[src/rtl/segdac_pkg.sv]
package segdac_pkg;

    localparam int unsigned DEF_MSB_W = 4;
    localparam int unsigned DEF_LSB_W = 4;

    // Number of unit cells driven by the thermometer field
    function automatic int unsigned unit_cells(input int unsigned msb_w);
        return (1 << msb_w) - 1;
    endfunction

    // Switch-control lines: unit cells plus binary cells
    function automatic int unsigned ctrl_lines(input int unsigned msb_w,
                                               input int unsigned lsb_w);
        return unit_cells(msb_w) + lsb_w;
    endfunction

    // Width of the shared output register: control lines plus steering select
    function automatic int unsigned reg_width(input int unsigned msb_w,
                                              input int unsigned lsb_w);
        return ctrl_lines(msb_w, lsb_w) + (1 << msb_w);
    endfunction

endpackage

[src/rtl/segdac_thermo.sv]
module segdac_thermo #(
    parameter int unsigned MSB_W = 4,
    localparam int unsigned CELLS = (1 << MSB_W) - 1
) (
    input  logic [MSB_W-1:0] msb_field,
    output logic [CELLS-1:0] therm
);
    // Cell i is on when the field value exceeds i
    for (genvar i = 0; i < CELLS; i++) begin : g_cell
        always_comb therm[i] = (int'(msb_field) > i);
    end
endmodule

[src/rtl/segdac_first_off.sv]
module segdac_first_off #(
    parameter int unsigned MSB_W = 4,
    localparam int unsigned CELLS = (1 << MSB_W) - 1,
    localparam int unsigned SEL_W = 1 << MSB_W
) (
    input  logic [CELLS-1:0] therm,
    output logic [SEL_W-1:0] sel
);
    // Edge detect on the thermometer with a forced 1 below and 0 above
    logic [SEL_W:0] ext;
    always_comb ext = {1'b0, therm, 1'b1};

    for (genvar i = 0; i < SEL_W; i++) begin : g_pos
        always_comb sel[i] = ext[i] & ~ext[i+1];
    end
endmodule

[src/rtl/segdac_out_reg.sv]
module segdac_out_reg #(
    parameter int unsigned MSB_W = 4,
    parameter int unsigned LSB_W = 4,
    localparam int unsigned CELLS = (1 << MSB_W) - 1,
    localparam int unsigned SEL_W = 1 << MSB_W
) (
    input  logic             clk,
    input  logic             rst,
    input  logic [CELLS-1:0] therm_d,
    input  logic [LSB_W-1:0] bin_d,
    input  logic [SEL_W-1:0] sel_d,
    output logic [CELLS-1:0] therm_q,
    output logic [LSB_W-1:0] bin_q,
    output logic [SEL_W-1:0] sel_q
);
    typedef struct packed {
        logic [CELLS-1:0] therm;
        logic [LSB_W-1:0] bin;
        logic [SEL_W-1:0] sel;
    } ctrl_word_t;

    localparam ctrl_word_t ALL_OFF = '{therm: '0, bin: '0, sel: SEL_W'(1)};

    ctrl_word_t word_q;

    always_ff @(posedge clk) begin
        if (rst) word_q <= ALL_OFF;
        else     word_q <= '{therm: therm_d, bin: bin_d, sel: sel_d};
    end

    always_comb begin
        therm_q = word_q.therm;
        bin_q   = word_q.bin;
        sel_q   = word_q.sel;
    end

    // reset held for two edges keeps all-off state
    p_reset_hold_r6: assert property (@(posedge clk)
        rst && $past(rst) |-> (word_q == ALL_OFF));

    // every output field follows its input of the previous cycle
    p_common_edge_r4: assert property (@(posedge clk) disable iff (rst)
        !$past(rst) |-> (therm_q == $past(therm_d)) && (bin_q == $past(bin_d))
                        && (sel_q == $past(sel_d)));
endmodule

[src/rtl/segdac_encoder.sv]
module segdac_encoder
    import segdac_pkg::*;
#(
    parameter int unsigned MSB_W = DEF_MSB_W,
    parameter int unsigned LSB_W = DEF_LSB_W,
    localparam int unsigned CODE_W = MSB_W + LSB_W,
    localparam int unsigned CELLS = unit_cells(MSB_W),
    localparam int unsigned SEL_W = 1 << MSB_W,
    localparam int unsigned REG_W = reg_width(MSB_W, LSB_W)
) (
    input  logic              clk,
    input  logic              rst,
    input  logic [CODE_W-1:0] code_in,
    output logic [CELLS-1:0]  therm_out,
    output logic [LSB_W-1:0]  bin_out,
    output logic [SEL_W-1:0]  steer_sel
);
    logic [MSB_W-1:0] msb_field;
    logic [LSB_W-1:0] lsb_field;
    logic [CELLS-1:0] therm_d;
    logic [SEL_W-1:0] sel_d;

    always_comb begin
        msb_field = code_in[CODE_W-1:LSB_W];
        lsb_field = code_in[LSB_W-1:0];
    end

    segdac_thermo #(.MSB_W(MSB_W)) u_thermo (
        .msb_field(msb_field),
        .therm    (therm_d)
    );

    segdac_first_off #(.MSB_W(MSB_W)) u_first_off (
        .therm(therm_d),
        .sel  (sel_d)
    );

    segdac_out_reg #(.MSB_W(MSB_W), .LSB_W(LSB_W)) u_out_reg (
        .clk    (clk),
        .rst    (rst),
        .therm_d(therm_d),
        .bin_d  (lsb_field),
        .sel_d  (sel_d),
        .therm_q(therm_out),
        .bin_q  (bin_out),
        .sel_q  (steer_sel)
    );

    // Register width is consistent with the package arithmetic
    initial begin
        assert (REG_W == CELLS + LSB_W + SEL_W);
    end

    // select is one-hot at all times out of reset
    p_sel_onehot_r3: assert property (@(posedge clk) disable iff (rst)
        $countones(steer_sel) == 1);

    // select sits at the index equal to the number of cells on
    p_sel_position_r3: assert property (@(posedge clk) disable iff (rst)
        (steer_sel >> $countones(therm_out)) == SEL_W'(1));

    // thermometer has no holes (set bits contiguous from bit 0)
    p_therm_contig_r2: assert property (@(posedge clk) disable iff (rst)
        (therm_out & (therm_out + CELLS'(1))) == '0);

    // cells on equal the upper field one cycle earlier
    p_therm_count_r2: assert property (@(posedge clk) disable iff (rst)
        !$past(rst) |-> $countones(therm_out) == int'($past(msb_field)));

    // binary field passes through with one cycle of delay
    p_bin_pass_r1: assert property (@(posedge clk) disable iff (rst)
        !$past(rst) |-> bin_out == $past(lsb_field));
endmodule

[config.mk]
export PLATFORM = sky130hd
export DESIGN_NAME = segdac_encoder
export DESIGN_NICKNAME = d
export VERILOG_FILES = /design/src/rtl/segdac_pkg.sv /design/src/rtl/segdac_thermo.sv /design/src/rtl/segdac_first_off.sv /design/src/rtl/segdac_out_reg.sv /design/src/rtl/segdac_encoder.sv
export SDC_FILE = /design/constraint.sdc
export NUM_CORES = 1
export LEC_CHECK = 0
export CAP_MARGIN = 10
export CELL_PAD_IN_SITES_DETAIL_PLACEMENT = 0
export CELL_PAD_IN_SITES_GLOBAL_PLACEMENT = 1
export CORE_ASPECT_RATIO = 1.5
export CORE_UTILIZATION = 45
export DETAILED_ROUTE_END_ITERATION = 10
export DONT_BUFFER_PORTS = 1
export PLACE_DENSITY = 0.75
export SLEW_MARGIN = 40
export SYNTH_ARGS = -nofsm -noshare
export SYNTH_HDL_FRONTEND = slang
export SYNTH_SLANG_ARGS = --single-unit
[constraint.sdc]
create_clock -name clk -period 1.5 [get_ports clk]
set_clock_uncertainty 0.05 [all_clocks]
set_input_delay 0.075 -clock clk [delete_from_list [all_inputs] [get_ports clk]]
set_output_delay 0.075 -clock clk [all_outputs]
set_load 0.005 [all_outputs]
### Word-level counts from Yosys, hierarchy flattened

Index checks and enable logic that the tools add are counted.

| cells by class | value |
|---|---|
| $lt $le $gt $ge | 15 |
| bitwise logic cells | 29 |

Operators by type and width:

| cell | count |
|---|---|
| $gt A4 B4 Y1 const B | 7 |
| $gt A4 B3 Y1 const B | 4 |
| $not A1 Y1 | 15 |
| $and A1 B1 Y1 | 14 |
| $gt A4 B1 Y1 const B | 2 |
| $gt A4 B2 Y1 const B | 2 |

| word-level totals | value |
|---|---|
| register bits after elaboration | 35 |
| bits of input ports | 10 |
| output and inout port bits | 35 |
| logic and storage cells | 47 |

### Logic depth before layout (Yosys ltp)

Gate-level depths: netlist of run 1.

| depth | value |
|---|---|
| word-level depth | 3 |
| gate-level depth with buffers | 3 |
| mapped depth without buffers | 2 |

### Cells and area by module

From an unflattened synthesis of run 1, not the netlist that was laid out.

| second synthesis, totals | value |
|---|---|
| cell total of the unflattened synthesis | 113 |
| area, all modules | 1181.1 um^2 |

Modules (own cells, without submodules):

| module | times used | cells an instance | area each (um^2) | seq. area each (um^2) |
|---|---|---|---|---|
| segdac_out_reg | 1 | 73 | 942.2 | 700.7 |
| segdac_thermo | 1 | 24 | 140.1 | 0.0 |
| segdac_first_off | 1 | 16 | 98.8 | 0.0 |

### Worst setup path before layout of run 1

Ideal clock, no wire load.

| path | value |
|---|---|
| kind | input to register |
| start | input port code_in[7] |
| end | register u_out_reg.word_q, in the netlist u_out_reg.sel_q[4] |
| library setup time | 73 ps |
| arrival time | 559 ps |
| required time | 1377 ps |
| path slack | 818 ps |
| stages on the path | 2 |
| path buffers | 0 |
| path through | or3b_4 -> nor3_2 |

| on the way | value |
|---|---|
| longest elaborated chain between the ends | 3 |
| elaborated cells between the ends (all ways) | 4 |
| classes of those cells | 2 x order compare; 2 x bitwise |

RTL lines:

| element | RTL line | text |
|---|---|---|
| from (decl) | segdac_encoder.sv:13 | `input logic [CODE_W-1:0] code_in,` |
| $gt A4 B3 Y1 | segdac_thermo.sv:10 | `always_comb therm[i] = (int'(msb_field) > i);` |
| $not A1 Y1 | segdac_first_off.sv:14 | `always_comb sel[i] = ext[i] & ~ext[i+1];` |
| $and A1 B1 Y1 (*) | segdac_first_off.sv:14 |  |
| to (signal assigned) | segdac_out_reg.sv:28 | `else word_q <= '{therm: therm_d, bin: bin_d, sel: sel_d};` |
| to (decl) | segdac_out_reg.sv:24 | `ctrl_word_t word_q;` |

Every way passes the cells marked *; elsewhere a longest branch is shown, timed or not.
A chain may end at the register's enable or synchronous reset.

### Worst setup path in the final report of run 1

| path | value |
|---|---|
| start | input port code_in[4] |
| end | register u_out_reg.word_q, in the netlist u_out_reg.therm_q[0] |

| on the way | value |
|---|---|
| longest elaborated chain between the ends | 1 |

RTL lines:

| element | RTL line |
|---|---|
| $gt A4 B1 Y1 | segdac_thermo.sv:10 |

No other way between the ends.

==> flow_summary.ini, run 1 <==
[yosys]
synth_seq_cells = 34
yosysTopAreaCell = dfxtp_1
yosysMostFrequentCell = dfxtp_1
synth_top_family_by_area = simple AND/OR/NAND/NOR gates
synth.area.mux_share = 0
synth_common_cells = 34 x dfxtp_1, 20 x nor2_1, 6 x nor3_1
netlist_area_um2 = 961
avgSynthCellArea_um2 = 10.7
synth-xor-area-share = 0
ys.flop_type = dfxtp_1
ys_seq_area_frac = 0.708
synthArstFlopShare = 0
syn_nets = 100
synth_area_leaders = dfxtp_1 71%, nor2_1 7.8%, nor3_1 3.1%
synthCells = 90
synthSimpleGateAreaFrac = 0.212
yosys_warnings = 0
ys_types = 18
synthAdderAreaFrac = 0
synth_edf_count = 0
synth-compound-area-share = 0.0391
synth_top_area_share = 0.708

[setup_path]
crit_buf_inv = 2
cp_max_fo = 9
cpMostUsedCell = dlygate4sd3_1
critical_path_required_ns = 1.67
path_class = in -> reg
path_delay_family = buffers and inverters
end_kind = flop
critPathArrivalTime_ns = 1.60
slowest_delay_ns = 0.69
cp_slowest_cell = dlygate4sd3_1
cp-start-kind = input pin
critical_path.cell_chain = dlygate4sd3_1 > nor2_4 > a21oi_1 > dlygate4sd3_1

[cells_and_area]
syn_to_final_growth_pct = 23.4
antenna_cells = 0
layout-drive-gt1-share = 0.104
stdcell_area_um2 = 1190
post-route-util = 0.585
layout.nets = 115

[die]
die_x_um = 39.7
die-area_um2 = 2330
rows = 20
die_h_um = 58.6
core-area_um2 = 2030
initial_core_util = 0.474
ios = 45

[global_routing]
antenna_found_initial = 0
grt_use_total = 0.192
grt_busiest_layer = met2
grt_pass1_wl_um = 2830
met3_usage = 0.0906
grt_max_degree = 14
grtUsageMet1 = 0.229
grt_pass1_vias = 622
overflow = 0
met2_usage = 0.262

[route]
wl_per_cell_um = 13.7
via_count = 657
first_pass_iters = 3
drtIter0Drc = 8
routed_wl_um = 1750
viasPerCell = 5.13
drc = 0
route.antenna.remaining_nets = 0

[power]
powerDensity_nw_per_um2 = 1390
ir_drop_v = 0.000541
p_leak_nw = 0.501

[hold_path]
hp-start = code_in[7]
holdPathEnd = u_out_reg.sel_q[14]$_SDFF_PP0_
hold_path_depth = 2
hp-class = in -> reg

[sta]
fin_ws_ns = 0.0745
finalHoldViolCount = 1
period_share = 0.950
slew_violations = 0
tns_ns = 0
period_minus_slack_ns = 1.43
clock.fmax_ghz = 0.702
relSlewSlack = 0.700
timing.hold.ws_ns = -0.000690
worstMarginPinSlew_ns = 0.448
finalSetupViolCount = 0
rsz0062_at_grt = no

[run_status]
violations = hold timing
outcome = finished, violations left

[place]
globalplace.congestion = 0.675
placed_area_um2 = 957
dp_slack_ns = 0.762
io_buffers = 0
dp_hpwl_um = 1050

[clocking]
htree_levels = 2
clkTransAtPathRegs_ns = 0.10
cts_setup_buffers = 0
cts_tree = built
numCtsBuffers = 5
cts_root_buffer = clkbuf_4
clock-sinks = 34
clockBufferDepth = 2

[job]
cap_violations = 0
==> per-stage QoR <==
step / instances / power [mW] / hold WS (ns)
2_1_floorplan: 90 / 1.03 / 0.142
3_3_place_gp: 106 / 1.02 / 0.0964
3_5_place_dp: 106 / 1.02 / 0.100
4_1_cts: 128 / 1.66 / 0.00508
5_1_grt: 128 / 1.72 / 0.00436
6_report: 128 / 1.65 / -0.000690
==> routing by layer <==
metal | vias up | routed length (um)
met5 | - | 0
met4 | 0 | 60
met3 | 6 | 144
met2 | 35 | 809
met1 | 298 | 734
li1 | 318 | -
==> registers in the layout (all words and copies together) (netlist names) <==
register and count:
u_out_reg.bin_q 4, u_out_reg.therm_q 15, u_out_reg.sel_q 15
==> power breakdown <==
group          total (mW)  internal [mW]  switching [mW]
combinational      0.0923         0.0437          0.0487
clock               0.604          0.320           0.284
sequential          0.955          0.938          0.0168
==> final cells by class <==
cell class | count | area [um^2]
clock buffer | 8 | 78.8
fill | 193 | 841
inverter | 2 | 7.51
multi-input combinational | 48 | 249
sequential | 34 | 681
tap | 22 | 27.5
timing repair buffer | 14 | 143
==> how the worst max path moves through the flow <==
stage	from	endpoint	cells after the start
CTS	code_in[5]	u_out_reg.therm_q[0]$_SDFF_PP0_	4
global placement	rst	u_out_reg.sel_q[8]$_SDFF_PP0_	2
floorplan	code_in[7]	u_out_reg.sel_q[4]$_SDFF_PP0_	2
detailed placement	rst	u_out_reg.therm_q[4]$_SDFF_PP0_	2
global route	code_in[4]	u_out_reg.therm_q[0]$_SDFF_PP0_	4
finish	code_in[4]	u_out_reg.therm_q[0]$_SDFF_PP0_	4
==> cell families after synthesis <==
logic type | count (synthesis)
compound gates | 7
buf+inv | 8
flops | 34
simple gates | 41
==> cell usage in the layout, fill, tap and decap left out <==
cell            instances
o21ai_0                 2
nor2b_1                 4
inv_1                   2
nand2_1                 2
dlygate4sd3_1          13
nor2_1                 19
nor2_4                  1
nor4_1                  1
nand3b_1                1
dlymetal6s4s_1          1
clkbuf_8                3
a21o_1                  1
nor3_2                  1
nand2b_1                4
or3_1                   1
a21oi_1                 4
dfxtp_1                34
or3b_4                  1
nor3_1                  6
clkbuf_4                5
==> what timing repair did <==
item                                    4_1_cts  5_1_grt
gates resized for setup                       0        3
endpoints found under the setup margin        0        2
hold buffers                                 14        0
hold endpoints to repair                     33        0
Note: power is estimated with default switching activity, not from simulation.
==> inputs of run 2 (changes only) <==
CORE_ASPECT_RATIO = unset   (was 1.5)
==> run 2 against run 1 <==
Net effect:
- the run now ends clean
- wire length about the same
- die area down 0.16%
- worst hold slack better by 0.013 ns
- count of clock-buffer cells in the layout unchanged
- cell count up 7.8%
- critical endpoint is now u_out_reg.sel_q[0]$_SDFF_PP1_
- largest cell class unchanged
==> flow_summary.ini, run 2 (synthesis results as in run 1) <==
[cells_and_area]
antenna_cells = 0
layout_commonest_cell = dfxtp_1
final_cell_mix = 34 x dfxtp_1, 20 x nor2_1, 16 x dlygate4sd3_1, 6 x nor3_1, 5 x clkbuf_4
layout-drive-gt1-share = 0.0901
regArea_um2 = 681
multi_input_area_um2 = 241
syn_to_final_growth_pct = 29.0
layout.nets = 120
fillers = 170

[die]
initial_core_util = 0.485
die_x_um = 48.2
ios = 45
core-area_um2 = 1980
die_h_um = 48.2
die-area_um2 = 2320
rows = 16

[global_routing]
overflow = 0
grt_pass1_vias = 558
grt_use_total = 0.176
grt_pass1_wl_um = 2530
grt_max_degree = 14
antenna_found_initial = 0

[power]
combPwrFrac = 0.060
seqPwrFrac = 0.582
swShare = 0.202
powerDensity_nw_per_um2 = 1320
ir_drop_v = 0.000917
p_sw_mw = 0.331
p_leak_nw = 0.539
clockPowerShare = 0.358
p_int_mw = 1.31

[sta]
finalHoldViolCount = 0
period_minus_slack_ns = 1.40
relSlewSlack = 0.709
timing.hold.ws_ns = 0.0122
slew_violations = 0
period_share = 0.932
rsz0062_at_grt = no
finalSetupViolCount = 0
clock.fmax_ghz = 0.716
worstMarginPinSlew_ns = 0.437
fin_ws_ns = 0.103
tns_ns = 0

[place]
dp_slack_ns = 0.754
globalplace.congestion = 0.727
dp_hpwl_um = 1060
io_buffers = 0

[run_status]
outcome = finished, final reports clean

[clocking]
clkTransAtPathRegs_ns = 0.09
clockBufferDepth = 2
cts_root_buffer = clkbuf_4
htree_levels = 2
clock-sinks = 34
cts_setup_buffers = 0
numCtsBuffers = 5
cts_tree = built

[setup_path]
end_kind = flop
cp_max_fo = 6
crit_end = u_out_reg.sel_q[0]$_SDFF_PP1_
critPathArrivalTime_ns = 1.58
critical_path_required_ns = 1.68
cp-start-kind = input pin
cp-startpoint = code_in[7]
path_class = in -> reg

[route]
via_count = 649
first_pass_iters = 3
wl_per_cell_um = 12.7
drc = 0
drtIter0Drc = 8
route.antenna.remaining_nets = 0
routed_wl_um = 1750
viasPerCell = 4.70

[job]
cap_violations = 0

[hold_path]
hp-class = in -> reg
hold_path_depth = 2
hp-start = rst
==> run 2: cell type report <==
| type | instances | area share |
|---|---|---|
| inverters | 2 | 0.00605 |
| clock buffers | 8 | 0.0636 |
| flip-flops and latches | 34 | 0.549 |
| well taps | 27 | 0.0272 |
| multi-input cells | 48 | 0.195 |
| repair buffers | 19 | 0.159 |
==> run 2: worst min-delay path by stage <==
| stage | slack (ns) | to |
|---|---|---|
| 2_1_floorplan | 0.14 | u_out_reg.therm_q[5]$_SDFF_PP0_ |
| 3_3_place_gp | 0.1 | u_out_reg.therm_q[2]$_SDFF_PP0_ |
| 3_5_place_dp | 0.1 | u_out_reg.sel_q[4]$_SDFF_PP0_ |
| 4_1_cts | 0.002 | u_out_reg.therm_q[7]$_SDFF_PP0_ |
| 5_1_grt | 0.01 | u_out_reg.sel_q[14]$_SDFF_PP0_ |
| 6_report | 0.01 | u_out_reg.sel_q[14]$_SDFF_PP0_ |
==> run 2: metal layers <==
layer	GRT usage	wire [um]
met4	0.100	30
met3	0.119	162
met5	0	0
met1	0.215	782
met2	0.227	773
==> run 2: critical path: stages <==
cell,delay (ns)
dlygate4sd3_1,0.65
nor2_1,0.08
dlygate4sd3_1,0.60
a21o_1,0.16
==> run 2: metrics by stage <==
step	cell area, um^2	util	total power [mW]	cells
6_report	1240	0.626	1.64	138
5_1_grt	1240	0.626	1.72	138
4_1_cts	1230	0.622	1.66	138
3_5_place_dp	963	0.486	1.02	111
3_3_place_gp	963	0.486	1.02	111
2_1_floorplan	961	-	1.03	90
==> run 2: what timing repair did <==
action | 4_1_cts | 5_1_grt
endpoints found under the setup margin | 0 | 7
endpoints found under the hold margin | 33 | 0
hold buffers | 19 | 0
resized for setup | 0 | 3
==> run 2: power by group through the flow <==
stage | sequential, mW | clock, mW | combinational, mW
floorplan | 0.973 | 0 | 0.0532
global placement | 0.977 | 0 | 0.0459
detailed placement | 0.976 | 0 | 0.0469
CTS | 0.956 | 0.604 | 0.0975
global route | 0.961 | 0.648 | 0.110
finish | 0.955 | 0.587 | 0.0986
